File: src/rtl/rs_pkg.sv
package rs_pkg;
  localparam int INSTR_W = 16;

  localparam logic [3:0] OP_NOP = 4'd0;
  localparam logic [3:0] OP_LDI = 4'd1;
  localparam logic [3:0] OP_STR = 4'd2;
  localparam logic [3:0] OP_ADD = 4'd3;
  localparam logic [3:0] OP_DEC = 4'd4;
  localparam logic [3:0] OP_CMP = 4'd5;
  localparam logic [3:0] OP_JMP = 4'd6;
  localparam logic [3:0] OP_BRH = 4'd7;
  localparam logic [3:0] OP_CAL = 4'd8;
  localparam logic [3:0] OP_RET = 4'd9;

  typedef enum logic [1:0] {CC_Z = 2'd0, CC_NZ = 2'd1, CC_C = 2'd2, CC_NC = 2'd3} cond_e;
  typedef enum logic {ALU_ADD = 1'b0, ALU_SUB = 1'b1} alu_op_e;

  typedef struct packed {
    logic [3:0] op;
    logic [3:0] rd;
    logic [3:0] ra;
    logic [3:0] rb;
  } instr_t;
endpackage

File: src/rtl/rs_regfile.sv
module rs_regfile #(
  parameter int DATA_W = 8,
  parameter int REG_N  = 16,
  localparam int IDX_W = $clog2(REG_N)
) (
  input  logic              clk_i,
  input  logic              rst_ni,
  input  logic [IDX_W-1:0]  raddr_a_i,
  input  logic [IDX_W-1:0]  raddr_b_i,
  output logic [DATA_W-1:0] rdata_a_o,
  output logic [DATA_W-1:0] rdata_b_o,
  input  logic              we_i,
  input  logic [IDX_W-1:0]  waddr_i,
  input  logic [DATA_W-1:0] wdata_i
);
  logic [DATA_W-1:0] reg_q [REG_N];

  for (genvar g = 0; g < REG_N; g++) begin : g_reg
    always_ff @(posedge clk_i or negedge rst_ni) begin
      if (!rst_ni)                                 reg_q[g] <= '0;
      else if (we_i && (waddr_i == IDX_W'(g)))     reg_q[g] <= wdata_i;
    end
  end

  assign rdata_a_o = reg_q[raddr_a_i];
  assign rdata_b_o = reg_q[raddr_b_i];

  AST_WRITE_LANDS: assert property (@(posedge clk_i) disable iff (!rst_ni)
    we_i |=> reg_q[$past(waddr_i)] == $past(wdata_i));
endmodule

File: src/rtl/rs_alu.sv
module rs_alu
  import rs_pkg::*;
#(
  parameter int DATA_W = 8
) (
  input  alu_op_e           op_i,
  input  logic [DATA_W-1:0] a_i,
  input  logic [DATA_W-1:0] b_i,
  output logic [DATA_W-1:0] y_o,
  output logic              zero_o,
  output logic              carry_o
);
  logic [DATA_W:0] wide;

  always_comb begin
    if (op_i == ALU_ADD) wide = {1'b0, a_i} + {1'b0, b_i};
    else                 wide = {1'b0, a_i} - {1'b0, b_i};  // msb = borrow
  end

  assign y_o     = wide[DATA_W-1:0];
  assign carry_o = wide[DATA_W];
  assign zero_o  = (y_o == '0);

  always_comb begin
    if (op_i == ALU_SUB)
      AST_SUB_BORROW: assert (carry_o == (a_i < b_i));
  end
endmodule

File: src/rtl/rs_retstack.sv
module rs_retstack #(
  parameter int ADDR_W = 10,
  parameter int DEPTH  = 16,
  localparam int PTR_W = $clog2(DEPTH + 1),
  localparam int IDX_W = $clog2(DEPTH)
) (
  input  logic              clk_i,
  input  logic              rst_ni,
  input  logic              push_i,
  input  logic              pop_i,
  input  logic [ADDR_W-1:0] push_data_i,
  output logic [ADDR_W-1:0] top_o,
  output logic              full_o,
  output logic              empty_o,
  output logic              fault_o
);
  logic [ADDR_W-1:0] slot_q [DEPTH];
  logic [PTR_W-1:0]  sp_q;
  logic              fault_q;
  logic              push_ok, pop_ok;
  logic [IDX_W-1:0]  idx_wr, idx_top;

  assign full_o  = (sp_q == PTR_W'(DEPTH));
  assign empty_o = (sp_q == '0);
  assign push_ok = push_i && !full_o;
  assign pop_ok  = pop_i && !empty_o;
  assign idx_wr  = sp_q[IDX_W-1:0];
  assign idx_top = IDX_W'(sp_q - 1'b1);
  assign top_o   = slot_q[idx_top];
  assign fault_o = fault_q;

  always_ff @(posedge clk_i) begin
    if (push_ok) slot_q[idx_wr] <= push_data_i;
  end

  always_ff @(posedge clk_i or negedge rst_ni) begin
    if (!rst_ni) begin
      sp_q    <= '0;
      fault_q <= 1'b0;
    end else begin
      if (push_ok)     sp_q <= sp_q + 1'b1;
      else if (pop_ok) sp_q <= sp_q - 1'b1;
      if ((push_i && full_o) || (pop_i && empty_o)) fault_q <= 1'b1;
    end
  end

  always_comb begin
    if (rst_ni) AST_SP_BOUND: assert (sp_q <= PTR_W'(DEPTH));
  end

  AST_LIFO_TOP: assert property (@(posedge clk_i) disable iff (!rst_ni)
    push_ok |=> top_o == $past(push_data_i));
  AST_FULL_HOLD: assert property (@(posedge clk_i) disable iff (!rst_ni)
    (push_i && full_o) |=> $stable(sp_q) && fault_o);
  AST_EMPTY_HOLD: assert property (@(posedge clk_i) disable iff (!rst_ni)
    (pop_i && empty_o) |=> (sp_q == '0) && fault_o);
  AST_FAULT_STICKY: assert property (@(posedge clk_i) disable iff (!rst_ni)
    fault_o |=> fault_o);
endmodule

File: src/rtl/rs_cpu.sv
module rs_cpu
  import rs_pkg::*;
#(
  parameter int DATA_W  = 8,
  parameter int PC_W    = 10,
  parameter int REG_N   = 16,
  parameter int STACK_D = 16,
  parameter int DADDR_W = 8,
  localparam int IDX_W  = $clog2(REG_N)
) (
  input  logic               clk_i,
  input  logic               rst_ni,
  output logic [PC_W-1:0]    imem_addr_o,
  input  logic [INSTR_W-1:0] imem_data_i,
  output logic [DADDR_W-1:0] dmem_addr_o,
  output logic [DATA_W-1:0]  dmem_wdata_o,
  output logic               dmem_we_o,
  output logic               fault_o
);
  instr_t            ins;
  cond_e             cc;
  logic [PC_W-1:0]   pc_q, pc_next, pc_plus, tgt;
  logic [DATA_W-1:0] imm;
  logic              flag_z_q, flag_c_q;

  logic [IDX_W-1:0]  rf_ra;
  logic [DATA_W-1:0] rf_da, rf_db, rf_wd;
  logic              rf_we;

  alu_op_e           alu_op;
  logic [DATA_W-1:0] alu_b, alu_y;
  logic              alu_z, alu_c, flag_we;

  logic              stk_full, stk_empty;
  logic [PC_W-1:0]   stk_top;
  logic              br_take;

  assign ins     = instr_t'(imem_data_i);
  assign cc      = cond_e'(imem_data_i[11:10]);
  assign tgt     = imem_data_i[PC_W-1:0];
  assign imm     = imem_data_i[7:0];
  assign pc_plus = pc_q + 1'b1;

  // operand A comes from ra for two-source ops, else from the rd field
  assign rf_ra  = (ins.op == OP_ADD || ins.op == OP_CMP) ? ins.ra : ins.rd;
  assign alu_op = (ins.op == OP_ADD) ? ALU_ADD : ALU_SUB;
  assign alu_b  = (ins.op == OP_DEC) ? DATA_W'(1) : rf_db;

  assign rf_we   = (ins.op == OP_LDI) || (ins.op == OP_ADD) || (ins.op == OP_DEC);
  assign rf_wd   = (ins.op == OP_LDI) ? DATA_W'(imm) : alu_y;
  assign flag_we = (ins.op == OP_ADD) || (ins.op == OP_DEC) || (ins.op == OP_CMP);

  rs_regfile #(.DATA_W(DATA_W), .REG_N(REG_N)) u_rf (
    .clk_i     (clk_i),
    .rst_ni    (rst_ni),
    .raddr_a_i (rf_ra),
    .raddr_b_i (ins.rb),
    .rdata_a_o (rf_da),
    .rdata_b_o (rf_db),
    .we_i      (rf_we),
    .waddr_i   (ins.rd),
    .wdata_i   (rf_wd)
  );

  rs_alu #(.DATA_W(DATA_W)) u_alu (
    .op_i    (alu_op),
    .a_i     (rf_da),
    .b_i     (alu_b),
    .y_o     (alu_y),
    .zero_o  (alu_z),
    .carry_o (alu_c)
  );

  rs_retstack #(.ADDR_W(PC_W), .DEPTH(STACK_D)) u_stk (
    .clk_i       (clk_i),
    .rst_ni      (rst_ni),
    .push_i      (ins.op == OP_CAL),
    .pop_i       (ins.op == OP_RET),
    .push_data_i (pc_plus),
    .top_o       (stk_top),
    .full_o      (stk_full),
    .empty_o     (stk_empty),
    .fault_o     (fault_o)
  );

  always_comb begin
    unique case (cc)
      CC_Z:    br_take = flag_z_q;
      CC_NZ:   br_take = !flag_z_q;
      CC_C:    br_take = flag_c_q;
      default: br_take = !flag_c_q;
    endcase
  end

  always_comb begin
    case (ins.op)
      OP_JMP:  pc_next = tgt;
      OP_BRH:  pc_next = br_take ? tgt : pc_plus;
      OP_CAL:  pc_next = stk_full ? pc_plus : tgt;
      OP_RET:  pc_next = stk_empty ? pc_plus : stk_top;
      default: pc_next = pc_plus;
    endcase
  end

  always_ff @(posedge clk_i or negedge rst_ni) begin
    if (!rst_ni) begin
      pc_q     <= '0;
      flag_z_q <= 1'b0;
      flag_c_q <= 1'b0;
    end else begin
      pc_q <= pc_next;
      if (flag_we) begin
        flag_z_q <= alu_z;
        flag_c_q <= alu_c;
      end
    end
  end

  assign imem_addr_o  = pc_q;
  assign dmem_we_o    = (ins.op == OP_STR);
  assign dmem_addr_o  = DADDR_W'(imm);
  assign dmem_wdata_o = rf_da;

  AST_SEQ_PC: assert property (@(posedge clk_i) disable iff (!rst_ni)
    (ins.op == OP_LDI || ins.op == OP_STR || ins.op == OP_ADD || ins.op == OP_NOP)
    |=> imem_addr_o == PC_W'($past(imem_addr_o) + 1'b1));
  AST_JMP_TGT: assert property (@(posedge clk_i) disable iff (!rst_ni)
    (ins.op == OP_JMP) |=> imem_addr_o == $past(imem_data_i[PC_W-1:0]));
  AST_FLAGS_HOLD: assert property (@(posedge clk_i) disable iff (!rst_ni)
    (ins.op == OP_LDI || ins.op == OP_STR || ins.op == OP_JMP || ins.op == OP_BRH)
    |=> $stable(flag_z_q) && $stable(flag_c_q));
  AST_CALL_FULL_NOJUMP: assert property (@(posedge clk_i) disable iff (!rst_ni)
    (ins.op == OP_CAL && stk_full) |=> imem_addr_o == PC_W'($past(imem_addr_o) + 1'b1));
endmodule

File: config.mk
export PLATFORM = sky130hd
export DESIGN_NAME = rs_cpu
export DESIGN_NICKNAME = d
export VERILOG_FILES = /design/src/rtl/rs_pkg.sv /design/src/rtl/rs_regfile.sv /design/src/rtl/rs_alu.sv /design/src/rtl/rs_retstack.sv /design/src/rtl/rs_cpu.sv
export SDC_FILE = /design/constraint.sdc
export NUM_CORES = 1
export LEC_CHECK = 0
export ABC_AREA = 1
export BUFFER_PORTS_ARGS = -buffer_cell sky130_fd_sc_hd__buf_2
export CAP_MARGIN = 20
export CORE_ASPECT_RATIO = 1.4
export CORE_MARGIN = 4
export CORE_UTILIZATION = 35
export DETAILED_ROUTE_END_ITERATION = 6
export GPL_TIMING_DRIVEN = 0
export PLACE_DENSITY_LB_ADDON = 0.15
export SYNTH_ARGS = -nofsm -noshare
export SYNTH_HDL_FRONTEND = slang
export SYNTH_SLANG_ARGS = --single-unit
File: constraint.sdc
create_clock -name clk_i -period 5.1 [get_ports clk_i]
set_input_delay 0.51 -clock clk_i [delete_from_list [all_inputs] [get_ports clk_i]]
set_output_delay 0.51 -clock clk_i [all_outputs]
set_load 0.01 [all_outputs]
* Word-level counts from Yosys, hierarchy flattened
Memories as Yosys holds them, arrays and structs flattened.
Cells that the tools add are included.
** Operators by class
- $add $sub $neg :: 5
- Shift operators :: 0
- Bitwise operators :: 2
- Magnitude comparators :: 2
- Mux-type cells :: 19
- Div/mod/pow operators :: 0
- Equal/unequal tests :: 27
- Multiply operators :: 0
- Reduce and logical (&&, ||, !) cells :: 35
** Operator list (count)
- 8-bit binary-select mux with 4-bit select :: 2
- 8-bit 2-to-1 mux :: 6
- 4-bit == test (second input constant) :: 10
- 10-bit one-hot mux with 4 select lines :: 1
- 4-bit by 3-bit == test with 1-bit output (second input constant) :: 8
- 10-bit 2-to-1 mux :: 3
- 1-bit logical AND :: 20
- 4-bit by 2-bit == test with 1-bit output (second input constant) :: 4
- 10-bit by 1-bit adder with 10-bit output (second input constant) :: 1
- 5-bit >= comparator (second input constant) :: 2
- 5-bit 2-to-1 mux :: 2
- 4-bit inverter with 5-bit output :: 2
- 8-bit by 8-bit adder with 9-bit output :: 1
- 9-bit 2-to-1 mux :: 1
- 8-bit by 8-bit subtractor with 9-bit output :: 1
- 4-bit by 1-bit == test with 1-bit output (second input constant) :: 2
- 8-bit zero test :: 1
- 1-bit logical OR :: 6
- 5-bit by 1-bit adder with 5-bit output (second input constant) :: 1
- 5-bit == test (second input constant) :: 1
- 5-bit zero test :: 1
- 5-bit by 1-bit subtractor with 5-bit output (second input constant) :: 1
- 1-bit zero test :: 4
- 4-bit zero test :: 1
- other kinds (7) :: 8
** Storage, ports and cells
- Input bits :: 18
- Register bits after elaboration :: 146
- Logic and storage cells :: 112
- Memories :: 1
- RAM bits :: 160
- Bits in latches :: 0
- Memory bits (read-only) :: 0
** Memories
- u_stk.slot_q :: words 16, bits a word 10, read ports 1, clocked after memory_dff 0, wr ports 1, RTL line rs_retstack.sv:17 : logic [ADDR_W-1:0] slot_q [DEPTH];

* Depth between registers and ports, before layout
- Depth after elaboration :: 10
- Depth in mapped cells :: 27
- Mapped depth without buffers :: 24

* Cells and area by module
From an unflattened synthesis, not the netlist that was laid out.
** Unflattened totals
- Cells, all modules :: 2135
- Area, all modules :: 16615.9 um^2
** Modules (own cells, without submodules)
- rs_regfile :: times used 1, seq. area each 3203.1 um^2, cells an instance 1126, area each 7508.5 um^2
- rs_retstack :: times used 1, seq. area each 4954.8 um^2, cells an instance 701, area each 7274.5 um^2
- rs_cpu :: times used 1, seq. area each 300.3 um^2, cells an instance 178, area each 1164.9 um^2
- rs_alu :: times used 1, seq. area each 0.0 um^2, cells an instance 130, area each 668.1 um^2

* Least setup slack after synthesis
No wires, ideal clock.
- Kind :: in2reg
- Start :: in imem_data_i[14]
- End :: reg u_rf.reg_q[6] (netlist name)
- Cell stages on the path :: 26
- Slack :: 1.348 ns
- Required time :: 4.969 ns
- Arrival :: 3.620 ns
- Setup time :: 0.131 ns
- Path through :: nor2_1 nand2_2 nor2_4 inv_4 nand2_4 buf_8 nand2_1 o21ai_2 inv_2 buf_2 nand3_1 nand3_1 nand2_1 inv_1 ha_1 fa_1 nand3_1 nand2_1 nand2_1 nand2_1 a21oi_1 xor2_1 nand2_1 o21ai_2 clkbuf_1 o21ai_0
** On the way
- Longest elaborated chain between the ends :: 10
- Elaborated cells between the ends (all ways) :: 18
** Ends and longest elaborated chain
- from (decl) :: RTL line rs_cpu.sv:14 : input logic [INSTR_W-1:0] imem_data_i,
- 4-bit by 2-bit == test with 1-bit output / 4-bit by 3-bit == test with 1-bit output (equally long branches) :: RTL line rs_cpu.sv:45 : assign rf_ra = (ins.op == OP_ADD || ins.op == OP_CMP) ? ins.ra : ins.rd;
- 1-bit logical OR * :: RTL line rs_cpu.sv:45
- 4-bit 2-to-1 mux * :: RTL line rs_cpu.sv:45
- 4-bit inverter with 5-bit output (implied by the code) * :: RTL line rs_regfile.sv:25 : assign rdata_a_o = reg_q[raddr_a_i];
- 8-bit binary-select mux with 4-bit select * :: RTL line rs_regfile.sv:25
- 8-bit 2-to-1 mux (implied by the code) * (2 in series) :: RTL line rs_regfile.sv:25
- named net dmem_wdata_o[0] :: RTL line rs_cpu.sv:16 : output logic [DATA_W-1:0] dmem_wdata_o,
- 8-bit by 8-bit subtractor with 9-bit output / 8-bit by 8-bit adder with 9-bit output (equally long branches) :: RTL line rs_alu.sv:17, rs_alu.sv:16
- 9-bit 2-to-1 mux * :: RTL line rs_alu.sv:16 : if (op_i == ALU_ADD) wide = {1'b0, a_i} + {1'b0, b_i};
- 8-bit 2-to-1 mux * :: RTL line rs_cpu.sv:50 : assign rf_wd = (ins.op == OP_LDI) ? DATA_W'(imm) : alu_y;
- to (signal, indexed assignment) :: RTL line rs_regfile.sv:21 : else if (we_i && (waddr_i == IDX_W'(g))) reg_q[g] <= wdata_i;
- to (decl) :: RTL line rs_regfile.sv:16 : logic [DATA_W-1:0] reg_q [REG_N];
Mark *: on every way through the listed nets, which the timed path passes. The rest lies on a longest branch. The select of a mux whose other input is x is not followed.
A chain may end at the register's enable or synchronous reset.

* Worst setup path after layout
- Start :: in imem_data_i[3]
- End :: reg u_rf.reg_q[71] (netlist name)
** On the way
- Longest elaborated chain between the ends :: 8
- Elaborated cells between the ends (all ways) :: 9
** Ends and longest elaborated chain
- 4-bit inverter with 5-bit output (implied by the code) * :: RTL line rs_regfile.sv:26 : assign rdata_b_o = reg_q[raddr_b_i];
- 8-bit binary-select mux with 4-bit select * :: RTL line rs_regfile.sv:26
- 8-bit 2-to-1 mux (implied by the code) * (2 in series) :: RTL line rs_regfile.sv:26
- 8-bit 2-to-1 mux * :: RTL line rs_cpu.sv:47 : assign alu_b = (ins.op == OP_DEC) ? DATA_W'(1) : rf_db;
- 8-bit by 8-bit subtractor with 9-bit output / 8-bit by 8-bit adder with 9-bit output (equally long branches) :: RTL line rs_alu.sv:17, rs_alu.sv:16
- 9-bit 2-to-1 mux * :: RTL line rs_alu.sv:16
- 8-bit 2-to-1 mux * :: RTL line rs_cpu.sv:50
Mark *: on every way between the ends. The rest lies on a longest branch, timed or not. The select of a mux whose other input is x is not followed.

==> summary.txt <==
Outcome
  • Status: finished, final reports clean

Timing
  • Hold Fails Final Rpt: 0
  • TNS Setup: 0 ns
  • Slew Limit Fails: 0
  • Setup Skew: 0.0211 ns
  • Fin crit share: 0.940
  • RSZ-0062 raised after global routing: false
  • Setup violators final: 0
  • Final WS setup: 0.305 ns
  • Relative slew slack: 0.258
  • Worst-margin pin slew: between 1 and 1.5 ns
  • Final min period: ~4.8 ns
  • F_max: around 210 MHz

Clock tree
  • Max clock buf depth: 3
  • Clock Latency Late Sink: between 0.5 and 0.6 ns
  • CTS tree: done
  • Clock root buffer master: clkbuf_16
  • H-tree levels: 2
  • Total CTS buffers: 36
  • Worst-path clk slew: roughly 0.060 ns
  • # Post-CTS Setup Buffers: 0
  • Hold bufs inserted after CTS: 0
  • Clock sinks: ~300

Critical path
  • Worst path arrival time: about 5.2 ns
  • Crit path max fanout: 10
  • CP delay by family, top: buffers and inverters
  • CP endpoint kind: flop
  • Critical-path cell list: clkbuf_1 > clkinv_1 > nand3_1 > nand3_1 > inv_1 > ha_1 > nand3_1 > nand2_1 > o21ai_0 > xnor2_1 > ha_1 > nand2_1 > inv_1 > nand4_1 > o211ai_1 > xor2_1 > nand2_1 > o21ai_1 > buf_6 > clkbuf_1 > o21ai_0
  • Slowest cell on the critical path: clkinv_1
  • CP required: between 5 and 6 ns
  • Reg-to-reg startpoint: u_rf.reg_q[40]
  • CP Launch Point: imem_data_i[3]
  • Setup crit start kind: input port
  • Largest stage delay on the critical path: 0.75 ns
  • Crit path buffers/inverters: 6
  • Critical path class: in2reg

Synthesis
  • Cells after synthesis: approximately 1800
  • Synthesis Warnings: 0
  • Flops & latches, synth: 306
  • Post-synthesis simple-gate area fraction: 0.189
  • Portion of netlist area occupied by mux cells: 0.000644
  • Post-synthesis compound-gate area fraction: 0.162
  • Mapped cell area: approximately 16000 um2
  • Post-Synth Adder-Cell Area: 0.0134
  • Xor/xnor share of the synthesized area: 0.0130
  • Largest family of logic cells by synthesized area: simple AND/OR/NAND/NOR gates
  • Syn_area_per_cell: 8.86 um2
  • Register area share after synthesis: 0.544
  • Synth cell types: 44
  • Post-Synthesis Net Count: around 1800

Layout
  • Layout area overhead: 15.1%
  • Ant diodes: 0
  • Share of cells above drive strength 1: 0.113
  • Layout Utilization: 0.407
  • Nets: roughly 1900

Die
  • Die span in x: between 150 and 200 um
  • Cell Rows: slightly above 90
  • Vert. Die Dim: 257 um
  • Core Footprint: 43900 um2
  • Die ar.: 47900 um2
  • Initial cell density of the core: 0.354
  • IO Pins: 46

Global route
  • Pin count of the biggest net entering global routing: 87
  • Met1 usage: 0.268
  • GR Overflow Total: 0
  • Total track usage: 0.229
  • M3 GR Usage: 0.0308
  • Vias in the first global route: 13000
  • GRT Max-Usage Layer: met2
  • First-pass GRT wire length: just over 80000 um
  • Global Route met2 Usage: 0.409
  • Initial antenna violation count: 0

Power and ir drop
  • Tot Pwr: around 11 mW
  • Worst vdd ir: roughly 0.31 mV
  • Pwr Density: around 600 nW/um2
  • Leakage power: approximately 7.4 nW

Detailed routing
  • Vias: 13000
  • # DRC: 0
  • DR vias/cell: ~5.3
  • Wire per inst: about 23 um
  • Remaining antenna violation count: 0
  • Detailed router's first-iteration violation count: between 1000 and 1500
  • Detailed Routing Iterations Pass 1: 5
  • Total routed wirelength: roughly 55000 um

Hold path
  • Worst hold path type: in2async

Job
  • Max_cap viols: 0

Place
  • GP Congestion: 0.924
  • Pre-CTS setup slack: -0.211 ns
  • Buffers on Ports: around 40
  • DP HPWL: approximately 40000 um
## power breakdown
part,internal (mW),switching [mW],leakage (nW)
combinational,1.29,2.99,3.56
clock,1.70,1.05,0.600
sequential,3.34,0.350,3.26
## what timing repair did
item,4_1_cts,5_1_grt
resized for setup,0,1
setup endpoints to repair,0,6
hold endpoints to repair,0,0
## final timing paths
check,endpoint,slack (ns),cells past startpoint
worst max register to register,u_rf.reg_q[71],0.97,23
worst min register to register,u_stk.fault_o,0.47,2
worst max-delay path,u_rf.reg_q[71],0.30,21
max in group asynchronous,u_rf.reg_q[125],4.22,2
min in group clk_i,imem_addr_o[7],0.28,3
worst min-delay path,u_rf.reg_q[72],0.06,1
## worst reg2reg max path: stages, from the launching register on
cell      delay [ns]
dfrtp_1         0.38
inv_1           0.07
a21oi_1         0.06
o21ai_1         0.11
o21ai_0         0.14
o211ai_1        0.21
nand3_1         0.20
inv_1           0.13
ha_1            0.20
nand3_1         0.09
nand2_1         0.12
o21ai_0         0.12
xnor2_1         0.15
ha_1            0.36
nand2_1         0.09
inv_1           0.06
nand4_1         0.09
o211ai_1        0.11
xor2_1          0.28
nand2_1         0.09
o21ai_1         0.14
buf_6           0.20
clkbuf_1        0.44
o21ai_0         0.16
## stage by stage
step	std cells	hold slack [ns]	instance area, um2
floorplan	1756	0.214	15600
finish	2437	0.0597	17900
detailed placement	2371	0.458	16600
CTS	2433	0.0832	17900
global route	2437	0.116	17900
global placement	2355	0.449	16500
## registers in the layout, indices dropped and copies added (netlist names)
| signal | flops |
|---|---|
| imem_addr_o | 10 |
| u_stk.slot_q | 160 |
| flag_z_q | 1 |
| u_stk.fault_o | 1 |
| flag_c_q | 1 |
| u_stk.sp_q | 5 |
| u_rf.reg_q | 128 |
## cell usage after synthesis
library cell  number  share of area
a21oi_1           67          0.022
a221o_1           21          0.014
a221oi_1           1        0.00056
a22oi_1            4         0.0019
a31oi_1            2        0.00080
a32o_1             2         0.0013
buf_1              3        0.00072
buf_2             40          0.013
buf_4             15         0.0072
buf_6              3         0.0022
buf_8              1        0.00097
clkbuf_1          38         0.0092
clkinv_1           5         0.0012
dfrtp_1          146           0.23
edfxtp_1         160           0.31
fa_1               1         0.0013
ha_1              15          0.012
inv_1            163          0.039
inv_2             17         0.0041
inv_4              1        0.00040
mux2i_1            1        0.00064
nand2_1          431           0.10
nand2_2            2        0.00080
nand2_4            1        0.00072
nand3_1          154          0.050
nand3b_1           1        0.00048
nand4_1            5         0.0020
nor2_1            96          0.023
nor2_2             2        0.00080
nor2_4             2         0.0014
nor3_1             9         0.0029
nor3_2             2         0.0013
nor4_1             2        0.00080
o211ai_1          80          0.039
o21a_1             3         0.0014
o21ai_0          198          0.064
o21ai_1           10         0.0032
o21ai_2            5         0.0028
o21ai_4            1         0.0010
o221ai_1          20          0.011
or2_2              2        0.00080
or3_1              1        0.00040
xnor2_1            5         0.0028
xor2_1            18          0.010
## layer usage
| metal | vias to the layer above | share of wire |
|---|---|---|
| met3 | 144 | 0.049 |
| met1 | 6259 | 0.38 |
| met4 | 0 | 0.053 |
| met2 | 423 | 0.52 |
| met5 | - | 0 |
| li1 | 6194 | - |
## cell usage in the layout (no fill, tap or decap), types with 37 or more instances in the layout
master,Yosys,layout
nand2_1,431,431
o21ai_0,198,197
inv_1,163,163
edfxtp_1,160,160
nand3_1,154,154
dfrtp_1,146,146
nor2_1,96,96
buf_2,40,80
o211ai_1,80,80
a21oi_1,67,67
clkbuf_1,38,44
clkbuf_16,0,37
## cells by family (layout without fill, tap and decap cells)
| kind of cell | after synthesis | after routing |
|---|---|---|
| simple gates | 710 | 710 |
| compound gates | 414 | 414 |
| flops | 306 | 306 |
| buf+inv | 286 | 409 |
| xor+xnor | 23 | 23 |
| fa+ha+maj | 16 | 16 |
| mux | 1 | 1 |
## final cells by class
| class | instances | area, um2 |
|---|---|---|
| buffer | 99 | 512 |
| clock buffer | 45 | 966 |
| clock inverter | 17 | 267 |
| fill | 4473 | 26100 |
| inverter | 186 | 701 |
| multi-input combinational | 1164 | 5900 |
| sequential | 306 | 8460 |
| tap | 558 | 698 |
| timing repair buffer | 62 | 400 |
Power figures use the tool's default switching activity.
